--- src/rtl/qs_pkg.sv ---
// Package: shared phase type and counts for the four-phase sequencer.
// Assumes a fixed four-phase instruction cycle.
package qs_pkg;
    localparam int NUM_PHASES = 4;

    typedef enum logic [1:0] {
        PH_Q1 = 2'd0,
        PH_Q2 = 2'd1,
        PH_Q3 = 2'd2,
        PH_Q4 = 2'd3
    } qs_phase_e;
endpackage

--- src/rtl/qs_phase_gen.sv ---
// Phase generator: a free-running modulo-4 counter, decoded into one-hot
// phase strobes. It also raises a 'run' flag once the first instruction
// cycle after reset has ended.
// Assumes a synchronous active-low reset that parks the counter on Q1.
module qs_phase_gen
    import qs_pkg::*;
(
    input  logic                  clk,
    input  logic                  rst_n,
    output qs_phase_e             phase,
    output logic [NUM_PHASES-1:0] q_onehot,
    output logic                  run
);
    qs_phase_e ph_q;
    logic      run_q;

    // Advance the phase once per oscillator cycle, wrapping after Q4.
    always_ff @(posedge clk) begin
        if (!rst_n) begin
            ph_q <= PH_Q1;
        end else begin
            case (ph_q)
                PH_Q1:   ph_q <= PH_Q2;
                PH_Q2:   ph_q <= PH_Q3;
                PH_Q3:   ph_q <= PH_Q4;
                default: ph_q <= PH_Q1;
            endcase
        end
    end

    // Mark that at least one instruction cycle has completed.
    always_ff @(posedge clk) begin
        if (!rst_n)              run_q <= 1'b0;
        else if (ph_q == PH_Q4)  run_q <= 1'b1;
    end

    // One decoder per phase bit.
    for (genvar i = 0; i < NUM_PHASES; i++) begin : g_dec
        assign q_onehot[i] = (ph_q == qs_phase_e'(i));
    end

    assign phase = ph_q;
    assign run   = run_q;

    // exactly one phase is active in every cycle.
    p_onehot_r2: assert property (@(posedge clk) disable iff (!rst_n)
        $countones(q_onehot) == 1);
    // Q4 is always followed by Q1.
    p_wrap_r2: assert property (@(posedge clk) disable iff (!rst_n)
        q_onehot[3] |=> q_onehot[0]);
    // Q1 is always followed by Q2.
    p_step_r2: assert property (@(posedge clk) disable iff (!rst_n)
        q_onehot[0] |=> q_onehot[1]);
endmodule

--- src/rtl/qs_pc_unit.sv ---
// Program counter: holds the fetch address for one instruction cycle.
// At the end of Q4 it either steps to the next word or loads a branch
// target. Only the upper PC_W-1 bits are stored, so bit 0 is always 0.
// Assumes 'end_cycle' is high for exactly one clock per instruction cycle.
module qs_pc_unit #(
    parameter int PC_W = 21
) (
    input  logic            clk,
    input  logic            rst_n,
    input  logic            end_cycle,
    input  logic            take_br,
    input  logic [PC_W-1:0] br_target,
    output logic [PC_W-1:0] pc
);
    localparam int HI_W = PC_W - 1;

    logic [HI_W-1:0] pc_hi_q;

    // Step by one word (two address units) or load the target at Q4's end.
    always_ff @(posedge clk) begin
        if (!rst_n) begin
            pc_hi_q <= '0;
        end else if (end_cycle) begin
            if (take_br) pc_hi_q <= br_target[PC_W-1:1];
            else         pc_hi_q <= pc_hi_q + HI_W'(1);
        end
    end

    assign pc = {pc_hi_q, 1'b0};

    // pc never changes except at an instruction-cycle boundary.
    p_pc_stable_r3: assert property (@(posedge clk) disable iff (!rst_n)
        !end_cycle |=> $stable(pc));
    // the sequential step is +2 with wrap.
    p_pc_step_r3: assert property (@(posedge clk) disable iff (!rst_n)
        (end_cycle && !take_br) |=> pc == $past(pc) + PC_W'(2));
    // a taken branch loads the even-aligned target.
    p_br_load_r7: assert property (@(posedge clk) disable iff (!rst_n)
        (end_cycle && take_br) |=> pc == {$past(br_target[PC_W-1:1]), 1'b0});
endmodule

--- src/rtl/qs_pipe.sv ---
// Execute-stage register: samples the fetched word at the end of Q4 and
// presents it for the next instruction cycle. A taken branch marks the
// captured slot invalid, and it is then shown as NOP_WORD.
// Assumes 'take_br' is already qualified with the current slot's validity.
module qs_pipe #(
    parameter int                   INSTR_W  = 16,
    parameter logic [INSTR_W-1:0]   NOP_WORD = '0
) (
    input  logic               clk,
    input  logic               rst_n,
    input  logic               end_cycle,
    input  logic               take_br,
    input  logic [INSTR_W-1:0] fetch_word,
    output logic [INSTR_W-1:0] exec_instr,
    output logic               exec_valid
);
    logic [INSTR_W-1:0] ir_q;
    logic               valid_q;

    // Capture the prefetched word and decide whether it survives.
    always_ff @(posedge clk) begin
        if (!rst_n) begin
            ir_q    <= NOP_WORD;
            valid_q <= 1'b0;
        end else if (end_cycle) begin
            ir_q    <= fetch_word;
            valid_q <= !take_br;
        end
    end

    // A squashed slot is presented as the no-op encoding.
    always_comb begin
        exec_instr = valid_q ? ir_q : NOP_WORD;
        exec_valid = valid_q;
    end

    // a taken branch squashes the next execute slot.
    p_flush_r7: assert property (@(posedge clk) disable iff (!rst_n)
        (end_cycle && take_br) |=> (!exec_valid && exec_instr == NOP_WORD));
    // without a branch, the sampled word is executed next.
    p_ir_load_r4: assert property (@(posedge clk) disable iff (!rst_n)
        (end_cycle && !take_br) |=> (exec_valid && exec_instr == $past(fetch_word)));
    // the execute slot holds steady inside an instruction cycle.
    p_ir_hold_r4: assert property (@(posedge clk) disable iff (!rst_n)
        !end_cycle |=> ($stable(exec_instr) && $stable(exec_valid)));
endmodule

--- src/rtl/qphase_seq.sv ---
// Top: four-phase fetch/execute sequencer. It ties the phase generator,
// program counter and execute register together, qualifies branch
// requests (Q4 only, valid slot only) and forms the per-phase strobes.
// Assumes program memory returns fetch_word for 'pc' within the same
// instruction cycle, stable by the end of Q4.
module qphase_seq #(
    parameter int                 PC_W     = 21,
    parameter int                 INSTR_W  = 16,
    parameter logic [INSTR_W-1:0] NOP_WORD = '0
) (
    input  logic               clk,
    input  logic               rst_n,
    input  logic [INSTR_W-1:0] fetch_word,
    input  logic               br_taken,
    input  logic [PC_W-1:0]    br_target,
    output logic [PC_W-1:0]    pc,
    output logic [INSTR_W-1:0] exec_instr,
    output logic               exec_valid,
    output logic [3:0]         q_phase,
    output logic               pc_inc_stb,
    output logic               ir_latch_stb,
    output logic               fetch_cap_stb,
    output logic               dmem_rd_stb,
    output logic               dmem_wr_stb
);
    import qs_pkg::*;

    qs_phase_e             phase;
    logic [NUM_PHASES-1:0] q_oh;
    logic                  run;
    logic                  end_cycle;
    logic                  take_br;

    qs_phase_gen u_phase (
        .clk      (clk),
        .rst_n    (rst_n),
        .phase    (phase),
        .q_onehot (q_oh),
        .run      (run)
    );

    // Branch requests count only at the end of a valid execute slot.
    always_comb begin
        end_cycle = (phase == PH_Q4);
        take_br   = end_cycle && exec_valid && br_taken;
    end

    qs_pc_unit #(.PC_W(PC_W)) u_pc (
        .clk       (clk),
        .rst_n     (rst_n),
        .end_cycle (end_cycle),
        .take_br   (take_br),
        .br_target (br_target),
        .pc        (pc)
    );

    qs_pipe #(.INSTR_W(INSTR_W), .NOP_WORD(NOP_WORD)) u_pipe (
        .clk        (clk),
        .rst_n      (rst_n),
        .end_cycle  (end_cycle),
        .take_br    (take_br),
        .fetch_word (fetch_word),
        .exec_instr (exec_instr),
        .exec_valid (exec_valid)
    );

    // Per-phase action strobes.
    always_comb begin
        q_phase       = q_oh;
        pc_inc_stb    = q_oh[0] && run;
        ir_latch_stb  = q_oh[0] && run;
        fetch_cap_stb = q_oh[3];
        dmem_rd_stb   = q_oh[1] && exec_valid;
        dmem_wr_stb   = q_oh[3] && exec_valid;
    end

    // the write strobe needs a valid slot and phase Q4.
    p_wr_gate_r6: assert property (@(posedge clk) disable iff (!rst_n)
        dmem_wr_stb |-> (exec_valid && q_phase[3]));
    // the read strobe needs a valid slot and phase Q2.
    p_rd_gate_r6: assert property (@(posedge clk) disable iff (!rst_n)
        dmem_rd_stb |-> (exec_valid && q_phase[1]));
    // a request during a flushed slot leaves the sequential step intact.
    p_ignore_r8: assert property (@(posedge clk) disable iff (!rst_n)
        (q_phase[3] && !exec_valid && br_taken) |=> (exec_valid && pc == $past(pc) + PC_W'(2)));
    // the PC/IR strobes fire only in Q1.
    p_q1_strobe_r5: assert property (@(posedge clk) disable iff (!rst_n)
        (pc_inc_stb || ir_latch_stb) |-> q_phase[0]);
endmodule

--- config.mk ---
export PLATFORM = sky130hd
export DESIGN_NAME = qphase_seq
export DESIGN_NICKNAME = d
export VERILOG_FILES = /design/src/rtl/qs_pkg.sv /design/src/rtl/qs_phase_gen.sv /design/src/rtl/qs_pc_unit.sv /design/src/rtl/qs_pipe.sv /design/src/rtl/qphase_seq.sv
export SDC_FILE = /design/constraint.sdc
export NUM_CORES = 1
export LEC_CHECK = 0
export BUFFER_PORTS_ARGS = -buffer_cell sky130_fd_sc_hd__buf_4
export CAP_MARGIN = 15
export CORE_MARGIN = 3
export CORE_UTILIZATION = 45
export DETAILED_ROUTE_END_ITERATION = 10
export GPL_TIMING_DRIVEN = 0
export PLACE_DENSITY = 0.85
export SYNTH_ARGS = -nofsm -noshare
export SYNTH_HDL_FRONTEND = slang
export SYNTH_HIERARCHICAL = 1
export SYNTH_SLANG_ARGS = --single-unit
--- constraint.sdc ---
create_clock -name clk -period 2.3 [get_ports clk]
set_clock_uncertainty 0.15 [all_clocks]
set_input_delay 0.23 -clock clk [delete_from_list [all_inputs] [get_ports clk]]
set_output_delay 0.23 -clock clk [all_outputs]
set_load 0.005 [all_outputs]
==> results summary <==
The flow ran to the end, and the final reports show no timing, DRC or antenna violations. The worst setup slack before clock tree synthesis is -37.11 ps. Relative to the synthesized area, the layout overhead comes to 36.43%.

The routed layout has 2309 vias. Dividing the detail-routed wire length by the instance count gives around 15 um. The setup fix buffers added after clock tree synthesis is 0. The critical path in this run is classified as flip-flop to flip-flop. The post-detailed-route via-to-cell ratio is between 5 and 6. The count of buffering cells on the critical path with inverters included is 0.

The count of nets left with antenna violations once routing finished came out at 0. In this run the register-to-register setup slack is 150 ps. Setup repair after global routing left no endpoint under its margin.

The maximum clock frequency came out at 0.4643 GHz. Among cell families on the critical path, the largest total delay comes from simple AND/OR/NAND/NOR gates. The number of antenna diodes in the final layout is 0. In this run switching power makes up about 29% of total power. Each instance of the synthesized netlist takes up on average 8.606 um^2. In the post-synthesis netlist, the cell with the most instances is sky130_fd_sc_hd__dfxtp_1. The maximum vdd drop is 477.5 uV. STA puts the critical path data arrival time at between 2000 and 2500 ps. The clock buffer count from CTS came out at 5.

The DRC violation count after routing is 0. The net switching power figure is 0.5836 mW. The number of global-route vias before repair came to about 2.1k. The site row count is 25. The distinct cell type count after synthesis is 46. The relative contribution of the clock network to total power came out at 28.2%.

The global-route wire length before repair is 10230 um. The number of hold-slack violations in the final timing report is 0. The initial cell density of the core came out at between 40 and 50%. The fraction of synthesis flops using an asynchronous set or reset pin came out at 0%. The half-perimeter wire length after placement is between 4000 and 5000 um. Input and output buffers added on the ports amount to 84. The total of endpoints with negative setup slack in the final report is 0. For this run the aggregate overflow at the end of global routing stands at 0. Detailed routing placed a total of 468 um of wire on met3.

Leaving out filler cells and counting taps, the final layout contains 422. By count the netlist is led by sky130_fd_sc_hd__dfxtp_1, sky130_fd_sc_hd__and2_1, sky130_fd_sc_hd__mux2i_1. Sorting the synthesized cells by area gives the leading types as sky130_fd_sc_hd__dfxtp_1, sky130_fd_sc_hd__mux2i_1, sky130_fd_sc_hd__and2_1. The clock-pin slew reported for the worst setup and hold paths after clock tree synthesis came out at roughly 80 ps. The share of final-layout standard cells stronger than drive strength 1 is 29.58%. The total wire length is 6360 um.

Among all flip-flop cells after synthesis, the most frequent one is sky130_fd_sc_hd__dfxtp_1. Global routing consumed, over all layers together, 21.19% of the routing resources. The gate count of the mapped netlist is 263. The final standard cell area without fillers is 3088 um^2. After detailed routing, the met2 layer carries 3206 um of wire. The relative slew slack came out at 62.38%. The fraction of synthesized cell area taken by the top area cell type is 35.38%.

The worst setup path is launched from a flip-flop. In this run the top signal layer used is met4. The critical path goes through ha_1 > nand4_1 > nor4_1 > mux2i_1 > a21oi_1. TritonCTS built the clock tree. The power per unit of standard cell area is 642.8 nW/um^2. The relative contribution of sequential cells to total power came out at ~43%. After floorplanning, the core was sized to cover around 4800 um^2.

After detailed routing, the wire length on met1 is 2561 um. The max-slew violation count is 0. In this run the horizontal extent of the chip is 76.92 um. The number of antenna violations at the first check in global routing is 0. For this run, the register share of the synthesized area comes to 35.38%. The insertion delay to the later sink of the worst-skew pair is 290 ps. The largest incremental delay on the critical path came out at 560 ps. The largest buffer count on any clock path is 2. The largest total area in the synthesized netlist belongs to sky130_fd_sc_hd__dfxtp_1. For this run, the share of the core covered by cells in the final layout is 64.52%.

The tree is rooted in a sky130_fd_sc_hd__clkbuf_8. The count of boundary I/O pins came out at 87. The number of nets handed over by synthesis was between 300 and 400. In this run, the number of DRC markers left after iteration 0 of detailed routing was 148. Among all stages on the critical path, the largest delay is contributed by sky130_fd_sc_hd__nor4_1. The maximum number of pins on one net before global-route repair is 13. The final critical path takes up 93.63% of the cycle. The number of H-tree branching levels is 2. The reported leakage power came out at 1.305 nW. The share of total power dissipated in combinational logic is 29.2%. The clock sink count is 40. Counting flops and latches in the post-synthesis netlist gives 40. The vertical extent of the die is 76.92 um. Once placement finished, the instance area stood at 2978 um^2. The required time at the endpoint of the critical path came out at 2300 ps. The synthesized design contains 0 enable-type register cells.

The number of optimization iterations in the first detailed-route pass came out at 4. The transition time at the pin with the least slew margin is 564.4 ps. The tightest min-delay check is of the input pin to flip-flop type. Yosys printed 6 warnings. The slack of the critical path is roughly 150 ps.

The clock period minus worst slack is 2154 ps. The net count of the finished layout is 399. Internal power comes to 1.401 mW. The mapped netlist covers between 2000 and 2500 um^2. Routability-driven placement finished with a final weighted congestion of 0.8694. The area enclosed by the die boundary came out at 5917 um^2.

Counting tap cells, the placed design contains a total of around 410 instances. The critical path endpoint category is a flip-flop. Max-cap violations in this run came to 0.

The largest fanout on the critical path came out at 7.
## layer usage
| metal | track usage [%] | vias to the layer above |
|---|---|---|
| met3 | 4.460 | 11 |
| met5 | 0 | - |
| met4 | 8.333 | 0 |
| li1 | - | 1128 |
| met1 | 25.81 | 1067 |
| met2 | 36.24 | 103 |
## tightest hold or removal path, stage by stage
cell,delay [ps]
sky130_fd_sc_hd__buf_4,80
sky130_fd_sc_hd__mux2i_1,50
sky130_fd_sc_hd__nor2b_1,90
## placed cells by master, fill, tap and decap left out, types with 9 or more instances in the layout
cell / netlist / layout
sky130_fd_sc_hd__dfxtp_1: 40 / 40
sky130_fd_sc_hd__nor2b_1: 18 / 18
sky130_fd_sc_hd__mux2i_1: 20 / 20
sky130_fd_sc_hd__clkbuf_1: 10 / 10
sky130_fd_sc_hd__nor2_1: 15 / 15
sky130_fd_sc_hd__buf_4: 5 / 89
sky130_fd_sc_hd__a21oi_1: 14 / 14
sky130_fd_sc_hd__and2_1: 21 / 21
sky130_fd_sc_hd__inv_1: 9 / 9
sky130_fd_sc_hd__nand2_1: 16 / 16
## final cells by class
| type | count | area, um^2 |
|---|---|---|
| Timing Repair Buffer | 84 | 630.6 |
| Sequential cell | 40 | 800.8 |
| Multi-Input combinational cell | 194 | 1310 |
| Inverter | 9 | 33.78 |
| Clock buffer | 6 | 72.57 |
| Clock inverter | 2 | 35.03 |
| Buffer | 20 | 121.4 |
| Tap cell | 67 | 83.83 |
| Fill cell | 426 | 1698 |
## final timing paths
| check | from | endpoint | depth (start not counted) |
|---|---|---|---|
| setup / recovery | u_pc/pc_hi_q[0] | u_pc/pc_hi_q[14] | 5 |
| hold / removal | fetch_word[7] | u_pipe/ir_q[7] | 3 |
| setup reg to reg | u_pc/pc_hi_q[0] | u_pc/pc_hi_q[14] | 5 |
| hold reg to reg | u_phase/run | u_phase/run | 1 |
## registers in the layout, indices dropped and copies added, names as in the netlist
signal and flops:
u_pc/pc_hi_q 20, u_pipe/ir_q 16, u_phase/phase 2, u_phase/run 1, u_pipe/exec_valid 1
## repair_timing
item | CTS | global route
hold buffers | 0 | 0
hold endpoints to repair | 0 | 0
gates resized for setup | 1 | 1
setup endpoints to repair | 3 | 5
## power by group through the flow
stage	Clock, mW	Sequential [mW]	Combinational [mW]
3_5_place_dp	0	0.861	0.581
6_report	0.560	0.846	0.579
3_3_place_gp	0	0.856	0.565
2_1_floorplan	0	0.843	0.348
5_1_grt	0.608	0.860	0.638
4_1_cts	0.575	0.845	0.585
## stage by stage
| stage | TNS [ps] | hold WS (ps) | total power, mW |
|---|---|---|---|
| 4_1_cts | 0 | 40.65 | 2.005 |
| 3_3_place_gp | 0 | 290.4 | 1.421 |
| 5_1_grt | 0 | 43.30 | 2.105 |
| 2_1_floorplan | 0 | 197.8 | 1.191 |
| 6_report | 0 | 45.08 | 1.985 |
| 3_5_place_dp | -65.35 | 295.0 | 1.442 |
## cell families after synthesis
| group | synth area share [%] |
|---|---|
| other | 0.1657 |
| multiplexers | 8.845 |
| adder cells (fa/ha/maj) | 2.764 |
| AO/OA/AOI/OAI | 18.52 |
| AND/OR/NAND/NOR | 27.58 |
| buffers and inverters | 6.744 |
| flip-flops | 35.38 |
Note: power is estimated with default switching activity, not from simulation.
